File: src/rtl/hdlc_tx_pkg.sv
`timescale 1ns/1ps
package hdlc_tx_pkg;
    typedef enum logic [1:0] {
        TX_FLAG = 2'd0,
        TX_DATA = 2'd1,
        TX_CRC  = 2'd2
    } tx_state_e;

    localparam logic [7:0]  FLAG_OCTET = 8'h7E;
    localparam logic [15:0] POLY_16    = 16'h1021;
    localparam logic [31:0] POLY_32    = 32'h04C11DB7;
    localparam int          CRC_MAX_W  = 32;
    localparam int          STUFF_RUN  = 5;
    localparam logic [1:0]  MODE_WIDE  = 2'b10;
endpackage

File: src/rtl/hdlc_tx_crc.sv
`timescale 1ns/1ps
module hdlc_tx_crc
    import hdlc_tx_pkg::*;
(
    input  logic                 clk,
    input  logic                 rst_n,
    input  logic                 init,
    input  logic                 adv,
    input  logic                 din,
    input  logic                 wide,
    output logic [CRC_MAX_W-1:0] crc
);
    logic [CRC_MAX_W-1:0] crc_d, crc_q;

    always_comb begin
        crc_d = crc_q;
        if (init) begin
            crc_d = '1;
        end else if (adv) begin
            if (wide) begin
                crc_d = {crc_q[CRC_MAX_W-2:0], 1'b0}
                      ^ ((crc_q[CRC_MAX_W-1] ^ din) ? POLY_32 : '0);
            end else begin
                crc_d[15:0] = {crc_q[14:0], 1'b0}
                            ^ ((crc_q[15] ^ din) ? POLY_16 : 16'h0000);
            end
        end
    end

    always_ff @(posedge clk) begin
        if (!rst_n) crc_q <= '1;
        else        crc_q <= crc_d;
    end

    assign crc = crc_q;
endmodule

File: src/rtl/hdlc_tx_ctrl.sv
`timescale 1ns/1ps
module hdlc_tx_ctrl
    import hdlc_tx_pkg::*;
#(
    parameter int CNT_W = 4
) (
    input  logic                 clk,
    input  logic                 rst_n,
    input  logic [CNT_W-1:0]     cfg_min_flags,
    input  logic [1:0]           cfg_crc_mode,
    input  logic                 in_valid,
    input  logic [7:0]           in_data,
    input  logic                 in_last,
    output logic                 in_ready,
    input  logic [CRC_MAX_W-1:0] crc_val,
    output logic                 crc_init,
    output logic                 crc_adv,
    output logic                 crc_din,
    output logic                 crc_wide,
    output logic                 tx_bit
);
    localparam int FC_W = CNT_W + 1;
    localparam logic [FC_W-1:0] FC_MAX = FC_W'((1 << CNT_W) + 1);
    localparam int IDX_W = $clog2(CRC_MAX_W);

    typedef struct packed {
        tx_state_e        st;
        logic [IDX_W-1:0] idx;
        logic [7:0]       sh;
        logic             last;
        logic [2:0]       ones;
        logic [FC_W-1:0]  fcnt;
        logic             locked;
        logic [CNT_W-1:0] need_n;
        logic             wide;
        logic             txb;
    } ctrl_regs_t;

    ctrl_regs_t r_d, r_q;

    logic [CNT_W-1:0] need_sel;
    logic [FC_W-1:0]  need_full;
    logic [FC_W-1:0]  fc_inc;
    logic             enough;
    logic             stuff;
    logic             line;
    logic [IDX_W-1:0] crc_top;
    logic [IDX_W-1:0] crc_pos;

    always_comb begin
        r_d      = r_q;
        in_ready = 1'b0;
        crc_init = 1'b0;
        crc_adv  = 1'b0;
        crc_din  = 1'b0;
        line     = 1'b0;

        need_sel  = r_q.locked ? r_q.need_n : cfg_min_flags;
        need_full = {1'b0, need_sel} + FC_W'(2);
        fc_inc    = (r_q.fcnt == FC_MAX) ? r_q.fcnt : r_q.fcnt + 1'b1;
        enough    = (fc_inc >= need_full);
        stuff     = (r_q.ones == 3'(STUFF_RUN));
        crc_top   = r_q.wide ? IDX_W'(CRC_MAX_W - 1) : IDX_W'(15);
        crc_pos   = crc_top - r_q.idx;

        if (stuff) begin
            line     = 1'b0;
            r_d.ones = 3'd0;
        end else begin
            unique case (r_q.st)
                TX_FLAG: begin
                    line     = FLAG_OCTET[r_q.idx[2:0]];
                    r_d.ones = 3'd0;
                    r_d.idx  = r_q.idx + 1'b1;
                    if (r_q.idx == IDX_W'(7)) begin
                        r_d.idx  = '0;
                        r_d.fcnt = fc_inc;
                        if (enough) begin
                            in_ready = 1'b1;
                            if (in_valid) begin
                                r_d.st     = TX_DATA;
                                r_d.sh     = in_data;
                                r_d.last   = in_last;
                                r_d.wide   = (cfg_crc_mode == MODE_WIDE);
                                r_d.locked = 1'b0;
                                crc_init   = 1'b1;
                            end
                        end
                    end
                end
                TX_DATA: begin
                    line     = r_q.sh[0];
                    crc_adv  = 1'b1;
                    crc_din  = line;
                    r_d.sh   = {1'b0, r_q.sh[7:1]};
                    r_d.ones = line ? r_q.ones + 1'b1 : 3'd0;
                    r_d.idx  = r_q.idx + 1'b1;
                    if (r_q.idx == IDX_W'(7)) begin
                        r_d.idx = '0;
                        if (!r_q.last) in_ready = 1'b1;
                        if (!r_q.last && in_valid) begin
                            r_d.sh   = in_data;
                            r_d.last = in_last;
                        end else begin
                            r_d.st = TX_CRC;
                        end
                    end
                end
                TX_CRC: begin
                    line     = ~crc_val[crc_pos];
                    r_d.ones = line ? r_q.ones + 1'b1 : 3'd0;
                    r_d.idx  = r_q.idx + 1'b1;
                    if (r_q.idx == crc_top) begin
                        r_d.st     = TX_FLAG;
                        r_d.idx    = '0;
                        r_d.fcnt   = '0;
                        r_d.locked = 1'b1;
                        r_d.need_n = cfg_min_flags;
                    end
                end
                default: begin
                    r_d.st  = TX_FLAG;
                    r_d.idx = '0;
                end
            endcase
        end
        r_d.txb = line;
    end

    always_ff @(posedge clk) begin
        if (!rst_n) begin
            r_q.st     <= TX_FLAG;
            r_q.idx    <= '0;
            r_q.sh     <= '0;
            r_q.last   <= 1'b0;
            r_q.ones   <= 3'd0;
            r_q.fcnt   <= FC_W'(1);
            r_q.locked <= 1'b0;
            r_q.need_n <= '0;
            r_q.wide   <= 1'b0;
            r_q.txb    <= 1'b0;
        end else begin
            r_q <= r_d;
        end
    end

    assign crc_wide = r_q.wide;
    assign tx_bit   = r_q.txb;
endmodule

File: src/rtl/hdlc_tx_framer.sv
`timescale 1ns/1ps
module hdlc_tx_framer
    import hdlc_tx_pkg::*;
#(
    parameter int MIN_FLAG_W = 4
) (
    input  logic                  clk,
    input  logic                  rst_n,
    input  logic [MIN_FLAG_W-1:0] cfg_min_flags,
    input  logic [1:0]            cfg_crc_mode,
    input  logic                  in_valid,
    input  logic [7:0]            in_data,
    input  logic                  in_last,
    output logic                  in_ready,
    output logic                  tx_bit
);
    logic                 crc_init;
    logic                 crc_adv;
    logic                 crc_din;
    logic                 crc_wide;
    logic [CRC_MAX_W-1:0] crc_val;

    hdlc_tx_ctrl #(
        .CNT_W (MIN_FLAG_W)
    ) u_ctrl (
        .clk           (clk),
        .rst_n         (rst_n),
        .cfg_min_flags (cfg_min_flags),
        .cfg_crc_mode  (cfg_crc_mode),
        .in_valid      (in_valid),
        .in_data       (in_data),
        .in_last       (in_last),
        .in_ready      (in_ready),
        .crc_val       (crc_val),
        .crc_init      (crc_init),
        .crc_adv       (crc_adv),
        .crc_din       (crc_din),
        .crc_wide      (crc_wide),
        .tx_bit        (tx_bit)
    );

    hdlc_tx_crc u_crc (
        .clk   (clk),
        .rst_n (rst_n),
        .init  (crc_init),
        .adv   (crc_adv),
        .din   (crc_din),
        .wide  (crc_wide),
        .crc   (crc_val)
    );
endmodule

File: config.mk
export PLATFORM = sky130hd
export DESIGN_NAME = hdlc_tx_framer
export DESIGN_NICKNAME = d
export VERILOG_FILES = /design/src/rtl/hdlc_tx_pkg.sv /design/src/rtl/hdlc_tx_crc.sv /design/src/rtl/hdlc_tx_ctrl.sv /design/src/rtl/hdlc_tx_framer.sv
export SDC_FILE = /design/constraint.sdc
export NUM_CORES = 1
export LEC_CHECK = 0
export BUFFER_PORTS_ARGS = -buffer_cell sky130_fd_sc_hd__buf_2
export CORE_UTILIZATION = 50
export CTS_BUF_LIST = sky130_fd_sc_hd__clkbuf_4
export CTS_CLUSTER_SIZE = 8
export DETAILED_ROUTE_END_ITERATION = 7
export PLACE_DENSITY = 0.67
export SKIP_CTS_REPAIR_TIMING = 1
export SLEW_MARGIN = 30
export SYNTH_ARGS = -nofsm -noshare
export SYNTH_HDL_FRONTEND = slang
export SYNTH_SLANG_ARGS = --single-unit
File: constraint.sdc
create_clock -name clk -period 5.95 [get_ports clk]
set_input_delay 1.19 -clock clk [delete_from_list [all_inputs] [get_ports clk]]
set_output_delay 1.19 -clock clk [all_outputs]
set_load 0.01 [all_outputs]
==> key figures <==
Route
  – Drt total wl: 7600 um
  – Via Count: 2985
  – DRC: 0
  – Vias per cell: 5.62
  – DR iter-0 viols: 184
  – Post-route ant nets: 0
  – Wire per inst: 14.3 um
  – Drt first pass iters: 4

Setup path
  – Critical Setup Path Class: in2out
  – Worst EP required: 4.76 ns
  – Reg-to-Reg Start: u_ctrl.r_q[6]
  – Worst path slowest cell: ha_1
  – Reg-to-reg slack, setup: 2.99 ns
  – CP Capture Type: output pin
  – CP max FO: 3
  – Reg2reg path depth: 9
  – WP buf/inv: 2
  – Crit path max-delay family: adder cells
  – Crit path cell chain: buf_2 > mux2_2 > ha_1 > xor2_1 > ha_1 > nand2_1 > o21ai_0 > a21oi_1 > or3_1 > a21oi_1 > buf_2
  – Worst Path Arrival: 3.18 ns
  – CP max stage delay: 0.30 ns
  – Startpoint Class: input pin
  – Worst r2r dst: u_crc.crc[12]

Synth
  – Mapped Cells: 427
  – Top_reg_cell synth: dfxtp_1
  – Share of the yosys chip area belonging to registers: 0.348
  – Synth area leaders: dfxtp_1 35%, nand2_1 7.1%, ha_1 5.4%
  – Synth cell count leaders: 70 x nand2_1, 64 x dfxtp_1, 38 x nor2_1, 30 x nand3_1, 21 x a21oi_1
  – Post-synthesis register bit count: 64
  – Top cell type's share of synthesized area: 0.348
  – Post-synth ARST share: 0
  – Ys Warns: 0
  – Unique cell type count in the Yosys netlist: 59
  – Most numerous cell in the Yosys netlist: nand2_1
  – Post-Syn Area: 0.00369 sq mm
  – Mapped Nets: 461
  – Number of synthesized flops with an enable pin: 0
  – Leading area contributor after synthesis: dfxtp_1
  – Syn avg cell area: 8.63 sq um

Clock network
  – # H-tree levels: 3
  – CTS tree: yes
  – Clock buffer depth: 2
  – Clk_lat worst skew: 0.41 ns
  – CTS root buf: clkbuf_4
  – CTS Buf Count: 9
  – Reg clk slew, reported paths: 0.12 ns
  – TritonCTS Sinks: 64

Timing
  – Hold Slack: 0.474 ns
  – Final TNS setup: 0 ns
  – Worst Skew: 0.0181 ns
  – Final hold violation count: 0
  – Rel. slew slack: 0.495
  – Fmax: 229 MHz
  – Endpoints failing setup: 0
  – Tcrit/Tclk final: 0.734
  – Final Critical Period: 4.37 ns
  – Max-slew violations: 0
  – Worst-margin pin slew: 0.753 ns
  – Post-route setup slack: 1.58 ns
  – RSZ-0062 raised after global routing: false

Global route
  – Largest net degree at the start of global routing: 33
  – GRT Resource Usage Total: 0.213
  – Initial antenna violation count: 0
  – Vias in the first global route: 2686
  – Total grt overflow: 0
  – First-pass GRT wire length: 12700 um

Min path
  – Hold WC Path Type: reg2reg
  – WHS Endpoint: u_ctrl.r_q[23]
  – Hold Path Cell Cnt: 2
  – Worst hold start: u_ctrl.r_q[23]

Floorplanning
  – # IOs: 20
  – Die area: 0.00772 sq mm
  – Num rows: 30
  – Core area: 0.00694 sq mm
  – Die width: 87.9 um
  – Initial core utilization: 0.531
  – Die Y: 87.9 um

Power and ir drop
  – Maximum VDD drop: 0.0993 mV
  – Leakage: 1.46 nW
  – Power per Cell Area: 207 mW/mm^2
  – Total power: 810 uW

Cells and area
  – Fill count: 649
  – P&R area growth vs syn: 6.18%
  – Fin cells: 531
  – Ant. Diodes: 0
  – Util after Layout: 0.564
  – Area of the multi-input gates: 0.00222 sq mm
  – Reg area: 0.00128 sq mm
  – Fin area: 0.00391 sq mm
  – Layout cells sized above 1: 0.140
  – # nets final: 464

Place
  – Final HPWL DP: 5320 um
  – Buffers on Ports: 19
  – Placed cell areas: 0.00376 sq mm
  – Placement Setup Slack: 1.60 ns
  – Placed cell count: 515
  – Final GP Congestion: 0.767

Job
  – Max-cap violations: 0

Status
  – Status: finished, final reports clean
where the power goes:
| group | switching, mW | total [mW] | leakage (nW) | internal (mW) |
|---|---|---|---|---|
| logic | 0.0222 | 0.0413 | 0.864 | 0.0192 |
| clock network | 0.162 | 0.329 | 0.0831 | 0.167 |
| registers | 0.00823 | 0.440 | 0.518 | 0.432 |
| total | 0.192 | 0.810 | 1.46 | 0.618 |
layer usage:
metal / GRT usage / part of all wire / up-vias
li1: - / - / 1512
met5: 0 / 0 / -
met3: 0.0575 / 0.026 / 8
met2: 0.323 / 0.46 / 41
met1: 0.295 / 0.51 / 1424
met4: 0.0700 / 0.0099 / 0
worst max path at each step:
stage | startpoint | endpoint | depth (start not counted)
5_1_grt | cfg_min_flags[2] | in_ready | 11
4_1_cts | cfg_min_flags[1] | in_ready | 11
3_5_place_dp | cfg_min_flags[1] | in_ready | 11
2_1_floorplan | cfg_min_flags[2] | in_ready | 9
6_report | cfg_min_flags[1] | in_ready | 11
3_3_place_gp | cfg_min_flags[1] | in_ready | 11
logic make-up (layout without fill, tap and decap cells):
group / Yosys count / after routing / synth area share
XOR/XNOR: 23 / 23 / 0.0597
buffers and inverters: 38 / 46 / 0.0499
AND/OR/NAND/NOR: 177 / 177 / 0.227
flip-flops: 64 / 64 / 0.348
adder cells (fa/ha/maj): 16 / 16 / 0.0543
AO/OA/AOI/OAI: 79 / 79 / 0.149
multiplexers: 30 / 30 / 0.112
state kept, by name, indices dropped and copies added (netlist names), named ones only:
register         flops
u_ctrl.crc_wide      1
u_ctrl.tx_bit        1
u_ctrl.r_q          29
u_crc.crc           32
worst register-to-register path, delay by kind of cell, from the launching register on:
family,cells,cell delay [ns]
xor gates and xnor gates,1,0.16
DFF,1,0.45
AOI/OAI and AO/OA,3,0.58
and+or+nand+nor,2,0.73
adders and majority gates,2,0.50
muxes,1,0.39
layout by cell type (no fill, tap or decap), types with 2 or more instances in the layout:
cell        n
o211ai_1    8
nor3b_1     2
nand3b_1    2
nor2b_1     2
clkbuf_4    9
nor3_1      3
o21ai_1     6
or3_1       4
nand4_1     6
mux4_1      2
xnor2_1    19
ha_1       16
a22oi_1     7
nand2b_1    6
xor2_1      3
and2_1      3
o21ai_0    10
a211oi_1    8
mux2_2      5
mux2i_1    17
nor2_1     38
o21a_1      2
buf_2      19
clkinv_2    3
dfxtp_1    64
a21oi_1    21
mux4_2      6
bufinv_16   2
nand3_1    30
nand2_1    70
inv_1      11
area by class of cell:
class	count	area share
multi-input cells	325	0.568
flip-flops and latches	64	0.327
well taps	96	0.0307
repair buffers	19	0.0243
clock inverters	7	0.0221
clock buffers	9	0.0173
inverters	11	0.0105
No activity file was read; power rests on OpenSTA's default activity.
